<file path="config.mk">
export PLATFORM = sky130hd
export DESIGN_NAME = pal_mc_array
export DESIGN_NICKNAME = d
export VERILOG_FILES = /design/src/rtl/pal_mc_pkg.sv /design/src/rtl/pal_pterm_sum.sv /design/src/rtl/pal_mc_cell.sv /design/src/rtl/pal_mc_array.sv
export SDC_FILE = /design/constraint.sdc
export NUM_CORES = 1
export LEC_CHECK = 0
export CELL_PAD_IN_SITES_DETAIL_PLACEMENT = 1
export CELL_PAD_IN_SITES_GLOBAL_PLACEMENT = 2
export CORE_AREA = 2 2 315 317
export CTS_BUF_LIST = sky130_fd_sc_hd__clkbuf_4
export DETAILED_ROUTE_END_ITERATION = 12
export DIE_AREA = 0 0 317 319
export GPL_ROUTABILITY_DRIVEN = 0
export HOLD_SLACK_MARGIN = 0.15
export PLACE_DENSITY = 0.62
export REMOVE_ABC_BUFFERS = 1
export SLEW_MARGIN = 10
export SYNTH_ARGS = -nofsm -noshare
export SYNTH_HDL_FRONTEND = slang
export SYNTH_SLANG_ARGS = --single-unit
</file>
<file path="constraint.sdc">
create_clock -name clk -period 4.5 [get_ports clk]
set_input_delay 0.9 -clock clk [delete_from_list [all_inputs] [get_ports clk]]
set_output_delay 0.9 -clock clk [all_outputs]
set_load 0.01 [all_outputs]
</file>
<file path="src/rtl/pal_mc_pkg.sv">
package pal_mc_pkg;

    // Static per-cell options
    typedef struct packed {
        logic out_reg;   // 1: pin follows the register
        logic fb_pin;    // 1: feedback taken from the pin side
        logic out_inv;   // data polarity
        logic oe_inv;    // enable polarity
    } cell_cfg_t;

    // Modelled tri-state driver
    typedef struct packed {
        logic data;
        logic en;
    } pin_drv_t;

    // One product term: each enabled literal must match its polarity
    function automatic logic term_hit(input logic lit_val, input logic use_true,
                                      input logic use_comp);
        return (lit_val | ~use_true) & (~lit_val | ~use_comp);
    endfunction

endpackage

</file>
<file path="src/rtl/pal_pterm_sum.sv">
module pal_pterm_sum
    import pal_mc_pkg::*;
#(
    parameter int N_LIT  = 12,
    parameter int N_TERM = 8
) (
    input  logic [N_LIT-1:0]        lits,
    input  logic [N_TERM*N_LIT-1:0] tmask,
    input  logic [N_TERM*N_LIT-1:0] cmask,
    output logic                    sum
);
    localparam int MW = N_TERM * N_LIT;

    logic [N_TERM-1:0] term;

    for (genvar t = 0; t < N_TERM; t++) begin : g_term
        logic [N_LIT-1:0] hit;
        for (genvar j = 0; j < N_LIT; j++) begin : g_lit
            assign hit[j] = term_hit(lits[j], tmask[t*N_LIT+j], cmask[t*N_LIT+j]);
        end
        assign term[t] = &hit;
    end

    assign sum = |term;

    logic unused_w;
    assign unused_w = (MW == 0);
endmodule

</file>
<file path="src/rtl/pal_mc_cell.sv">
module pal_mc_cell
    import pal_mc_pkg::*;
(
    input  logic      clk,
    input  logic      arst,
    input  logic      preset,
    input  logic      sum,
    input  logic      oe,
    input  logic      pad,
    input  cell_cfg_t cfg,
    output logic      q,
    output logic      fb,
    output pin_drv_t  pin
);
    logic pin_val;
    logic reg_pin;

    // Clear is asynchronous and wins; preset is synchronous
    always_ff @(posedge clk or posedge arst) begin
        if (arst)
            q <= 1'b0;
        else if (preset)
            q <= 1'b1;
        else
            q <= sum;
    end

    always_comb begin
        reg_pin  = q ^ cfg.out_inv;
        pin_val  = cfg.out_reg ? q : sum;
        pin.data = pin_val ^ cfg.out_inv;
        pin.en   = oe ^ cfg.oe_inv;
        // Pin feedback never passes through the sum, so no loop exists
        if (!cfg.fb_pin)
            fb = q;
        else if (cfg.out_reg)
            fb = reg_pin;
        else
            fb = pad;
    end
endmodule

</file>
<file path="src/rtl/pal_mc_array.sv">
module pal_mc_array
    import pal_mc_pkg::*;
#(
    parameter int N_IN   = 8,
    parameter int N_CELL = 4,
    parameter int N_TERM = 8
) (
    input  logic                                   clk,
    input  logic                                   arst,
    input  logic                                   preset,
    input  logic [N_IN-1:0]                        in_bus,
    input  logic [N_CELL-1:0]                      pad_in,
    input  logic [N_CELL-1:0]                      oe,
    input  logic [N_CELL*N_TERM*(N_IN+N_CELL)-1:0] term_true,
    input  logic [N_CELL*N_TERM*(N_IN+N_CELL)-1:0] term_comp,
    input  logic [N_CELL-1:0]                      out_reg,
    input  logic [N_CELL-1:0]                      fb_pin,
    input  logic [N_CELL-1:0]                      out_inv,
    input  logic [N_CELL-1:0]                      oe_inv,
    output logic [N_CELL-1:0]                      pin_data,
    output logic [N_CELL-1:0]                      pin_en
);
    localparam int N_LIT  = N_IN + N_CELL;
    localparam int CELL_W = N_TERM * N_LIT;

    logic [N_CELL-1:0] fb_vec;
    logic [N_CELL-1:0] sum_vec;
    logic [N_CELL-1:0] reg_q;
    logic [N_LIT-1:0]  lits;

    assign lits = {fb_vec, in_bus};

    for (genvar c = 0; c < N_CELL; c++) begin : g_cell
        cell_cfg_t cfg;
        pin_drv_t  drv;

        assign cfg = '{out_reg: out_reg[c], fb_pin: fb_pin[c],
                       out_inv: out_inv[c], oe_inv: oe_inv[c]};

        pal_pterm_sum #(.N_LIT(N_LIT), .N_TERM(N_TERM)) u_sum (
            .lits  (lits),
            .tmask (term_true[c*CELL_W +: CELL_W]),
            .cmask (term_comp[c*CELL_W +: CELL_W]),
            .sum   (sum_vec[c])
        );

        pal_mc_cell u_cell (
            .clk    (clk),
            .arst   (arst),
            .preset (preset),
            .sum    (sum_vec[c]),
            .oe     (oe[c]),
            .pad    (pad_in[c]),
            .cfg    (cfg),
            .q      (reg_q[c]),
            .fb     (fb_vec[c]),
            .pin    (drv)
        );

        assign pin_data[c] = drv.data;
        assign pin_en[c]   = drv.en;
    end
endmodule

</file>
# ---- Word-level counts from Yosys, hierarchy flattened
# Cells that the tools add are included.
dict set report totals {
  register_bits 4
  inputBits 803
  elab_cells 2000
}
dict set report classes {
  muxes 16
  bitwise 1944
  n_reduce_logical 36
}
# cell n
set op_table {}
lappend op_table {{$not A1 Y1} 780}
lappend op_table {{$or A1 B1 Y1} 768}
lappend op_table {{$and A1 B1 Y1} 384}
lappend op_table {{$reduce_and A12 Y1} 32}
lappend op_table {{$reduce_or A8 Y1} 4}
lappend op_table {{$mux W1} 16}
lappend op_table {{$xor A1 B1 Y1} 12}

# ---- Depth between registers and ports, before layout
dict set report depth {
  word_depth 10
  ltp_mapped 10
  ltp_nobuf 8
}

# ---- Hierarchy
# Synthesis repeated with hierarchy kept, for this count alone.
dict set report hier_totals {
  hier_cells 616
  hier_area_um2 5565.3
}
# module instances cells_per_inst area_per_inst_um2
set by_module_without_submodules {}
lappend by_module_without_submodules {pal_pterm_sum 4 143 1302.5}
lappend by_module_without_submodules {pal_mc_cell 4 11 88.8}

# ---- Worst setup path after synthesis
# OpenSTA, ideal clock, no wires.
dict set report synth_timing {
  kind {input-to-output}
  startpoint {in in_bus[5]}
  endpoint {out pin_data[1]}
  arrival_time_ns 2.838
  required_time_ns 3.600
  setup_slack_ns 0.762
  path_stages 9
  path_buffers 2
  path_cell_list {clkbuf_1 -> buf_2 -> mux2i_1 -> nand4_1 -> a2111o_1 -> nor3_2 -> and4b_4 -> a31oi_1 -> xor2_1}
}
dict set report synth_via {
  elab_chain_cells 7
}
# element line
set synth_lines {}
lappend synth_lines {{from (decl)} pal_mc_array.sv:11} ;# input logic [N_IN-1:0] in_bus,
lappend synth_lines {{$not A1 Y1} pal_mc_pkg.sv:20} ;# return (lit_val | ~use_true) & (~lit_val | ~use_comp);
lappend synth_lines {{$or A1 B1 Y1} pal_mc_pkg.sv:20}
lappend synth_lines {{$and A1 B1 Y1} pal_mc_pkg.sv:20}
lappend synth_lines {{$reduce_and A12 Y1} pal_pterm_sum.sv:21} ;# assign term[t] = &hit;
lappend synth_lines {{$reduce_or A8 Y1 (*)} pal_pterm_sum.sv:24} ;# assign sum = |term;
lappend synth_lines {{$mux W1 (*)} pal_mc_cell.sv:30} ;# pin_val = cfg.out_reg ? q : sum;
lappend synth_lines {{$xor A1 B1 Y1 (*)} pal_mc_cell.sv:31} ;# pin.data = pin_val ^ cfg.out_inv;
lappend synth_lines {{to (decl)} pal_mc_array.sv:20} ;# output logic [N_CELL-1:0] pin_data,
# Mark *: on every way between the ends. The rest lies on a longest branch, timed or not.

# ---- Worst setup path in the final report
dict set report layout_timing {
  startpoint {in fb_pin[1]}
  endpoint {out pin_data[2]}
}
dict set report layout_via {
  elab_chain_cells 8
}
# element line
set layout_lines {}
lappend layout_lines {{from (decl)} pal_mc_array.sv:17} ;# input logic [N_CELL-1:0] fb_pin,
lappend layout_lines {{$mux W1 (*)} pal_mc_cell.sv:34} ;# if (!cfg.fb_pin)
lappend layout_lines {{$not A1 Y1} pal_mc_pkg.sv:20}
lappend layout_lines {{$or A1 B1 Y1} pal_mc_pkg.sv:20}
lappend layout_lines {{$and A1 B1 Y1} pal_mc_pkg.sv:20}
lappend layout_lines {{$reduce_and A12 Y1} pal_pterm_sum.sv:21}
lappend layout_lines {{$reduce_or A8 Y1 (*)} pal_pterm_sum.sv:24}
lappend layout_lines {{$mux W1 (*)} pal_mc_cell.sv:30}
lappend layout_lines {{$xor A1 B1 Y1 (*)} pal_mc_cell.sv:31}
# Marks and branches as above.

==> summary.txt <==
Synthesis
  • Area leader, netlist: mux2i_1
  • Number of flops mapped to enable cells by yosys: 0
  • Synth Instances: 656
  • Mean Syn Cell Area: 8.472 um2
  • Synth warnings: 0
  • Synth top area cells: mux2i_1 56%, nand4_1 8.0%, and3_1 5.4%
  • Seq/Total Area, Yosys: 0.01801
  • Unique masters post-synth: 34
  • Count leader, synth: mux2i_1
  • Post-synth top cells: 310 x mux2i_1, 71 x nand4_1, 48 x and3_1, 36 x buf_2
  • Mapped Area: 5558 um2
  • Area share of the largest cell type after synthesis: 0.5583
  • Asr flop ratio synth: 1.000
  • Top FF cell, synth: dfrtp_1
  • Number of synthesized register bits: 4

CTS
  • Clk pin slew, worst setup/hold paths: 0.06 ns
  • CTS Root Cell: clkbuf_4
  • H-tree levels: 1
  • Clock Path Buffers: 2
  • Skew-Pair Late Insertion Delay: 0.27 ns
  • TritonCTS buffer count: 3
  • CTS tree: built
  • Cts hold-fix bufs: 0
  • Clock Sinks: 4

Critical path
  • Worst setup path endpoint: pin_data[2]
  • Crit path from: fb_pin[1]
  • Setup CP Type: in2out
  • Startpoint class of the critical path: input port
  • Crit end category: output pin
  • Data required time at the worst endpoint: 3.60 ns
  • CP Data Arrival Time: 3.84 ns
  • Worst R2R Setup Slack: 1.86 ns
  • FF-to-FF Start: g_cell[3].u_cell.q
  • Critical path fanouts, max: 14
  • Worst reg-to-reg path cell count: 12
  • R2r endpoint: g_cell[1].u_cell.q

Layout
  • Area grow syn2layout: 208.4%
  • Fin cells: 2877
  • Number of flip-flops in the largest register: 4
  • Largest register by flop count: g_cell.u_cell.q
  • Nets: 2374
  • Fraction of layout cells with a size suffix above 1: 0.1549
  • # fillers: 11340
  • Top flop regs: g_cell.u_cell.q x4

Die
  • Num rows: 115
  • Die width: 317 um
  • Core footprint: 97700 um2
  • Initial Util: 0.05689
  • Die Y-Extent: 319 um
  • Top-Level Pins: 811
  • Die area: 101100 um2

Detailed routing
  • DR WL/cell: 30.31 um
  • Drt first pass iters: 4
  • Total Wirelength: 87190 um
  • DRC viols: 0
  • Routed vias/inst: 3.505
  • Via count: 10080
  • Final ANT Viol Nets: 0
  • 1st-iter DRT viols: 378

STA
  • Worst setup margin: -0.2448 ns
  • RSZ-0062 raised after global routing: yes
  • Clk_skew: 0.01008 ns
  • Slew HR: 0.5992
  • Total Negative Setup Slacks: -0.2804 ns
  • Fmax: 0.2108 GHz
  • Final setup viols: 2
  • Minimum clock period: 4.745 ns
  • Least-Margin Pin Slew: 0.5993 ns
  • Endpoints failing hold: 0
  • Max Slew Vio Count: 0
  • Fin crit share: 1.054

Job
  • Max-cap violations: 0

Run status
  • Status: finished, violations left
  • Failing checks: setup timing

Min path
  • Worst Hold Class: in2async

Power and ir drop
  • Pwr Total: 1.690 mW
  • P_leak: 6.827 nW
  • Pwr Density: 98.59 nW/um2
  • Peak VDD IR: 0.03955 mV

Place
  • Cells after DPL: 2842
  • IO Port Bufs: 810
  • Dpl hpwl: 80220 um

Global routing
  • Grt ovf: 0
  • Number of global-route vias before repair: 11390
  • Tot GR Track Use: 0.1636
  • Global-route wire length before repair: 108800 um
  • Largest net degree at the start of global routing: 17
  • Antenna violations before repair: 65
-- worst min-delay path by stage --
stage,startpoint,endpoint
after floorplan,arst,g_cell[0].u_cell.q
after global placement,arst,g_cell[0].u_cell.q
after detailed placement,arst,g_cell[0].u_cell.q
after CTS,arst,g_cell[2].u_cell.q
after global routing,arst,g_cell[2].u_cell.q
final,arst,g_cell[2].u_cell.q
-- report_power, final --
group	switching [mW]	internal [mW]
registers	0.00336	0.0379
clock network	0.0294	0.0308
logic	0.604	0.984
-- cell families (layout without fill, tap and decap cells) --
| family | after synthesis | count (layout) | share of synthesized area |
|---|---|---|---|
| AND/OR/NAND/NOR | 185 | 185 | 0.2132 |
| multiplexers | 324 | 324 | 0.5867 |
| XOR/XNOR | 8 | 8 | 0.01261 |
| other | 0 | 21 | 0 |
| buffers and inverters | 61 | 974 | 0.05200 |
| flip-flops | 4 | 4 | 0.01801 |
| AO/OA/AOI/OAI | 74 | 74 | 0.1175 |
-- critical path, cell delays in order --
cell,delay [ns]
clkdlybuf4s50_1,0.49
a21o_4,0.27
buf_6,0.17
buf_4,0.19
and3_1,0.22
a2111o_1,0.33
nor3_4,0.27
nor4bb_4,0.08
buf_12,0.14
a31oi_4,0.23
xor2_4,0.25
buf_6,0.15
buf_12,0.10
-- layer usage --
layer  vias up  GRT usage  wire length (um)
li1       4542          -                 -
met1      4777     0.2018             36900
met2       598     0.2667             39640
met3       116    0.06626              8623
met4        50    0.03124              1717
met5         -          0               302
-- through the flow --
stage	area (um2)	hold slack [ns]	utilization	setup slack, ns
after floorplan	5288	0.6661	-	-0.6379
after global placement	16520	1.215	0.1691	-1.558
after detailed placement	16520	1.211	0.1691	-1.575
after CTS	16950	0.8883	0.1735	-0.4298
after global routing	17100	0.8979	0.1750	-0.3586
final	17140	0.9207	0.1754	-0.2448
-- what timing repair did --
item / in CTS / in global routing
setup buffers: 13 / 7
resized for setup: 84 / 30
pin swaps: 26 / 18
endpoints found under the setup margin: 4 / 4
-- placed cells by master (no fill, tap or decap), types with 5 or more instances in the layout --
master	instances
mux2_2	13
o21bai_1	13
buf_4	119
mux2i_1	309
buf_6	10
inv_1	5
or3_1	13
a2111o_1	14
nand4_1	71
nor3_4	5
xor2_1	6
nor3_2	7
and4_1	8
a2111oi_2	6
a221o_1	13
diode_2	21
dlygate4sd2_1	5
clkdlybuf4s50_1	787
and3_1	44
a2111oi_0	8
buf_12	35
nor2_1	6
-- final cells by class --
| type | instances | area, um2 | share of cell area |
|---|---|---|---|
| clock buffer | 3 | 22.52 | 0.001314 |
| multi-input combinational | 591 | 5607 | 0.3271 |
| tap | 1287 | 1610 | 0.09396 |
| antenna | 21 | 52.55 | 0.003066 |
| inverter | 5 | 18.77 | 0.001095 |
| timing repair buffer | 966 | 9728 | 0.5676 |
| sequential | 4 | 100.1 | 0.005840 |
(Power assumes the default switching activity.)
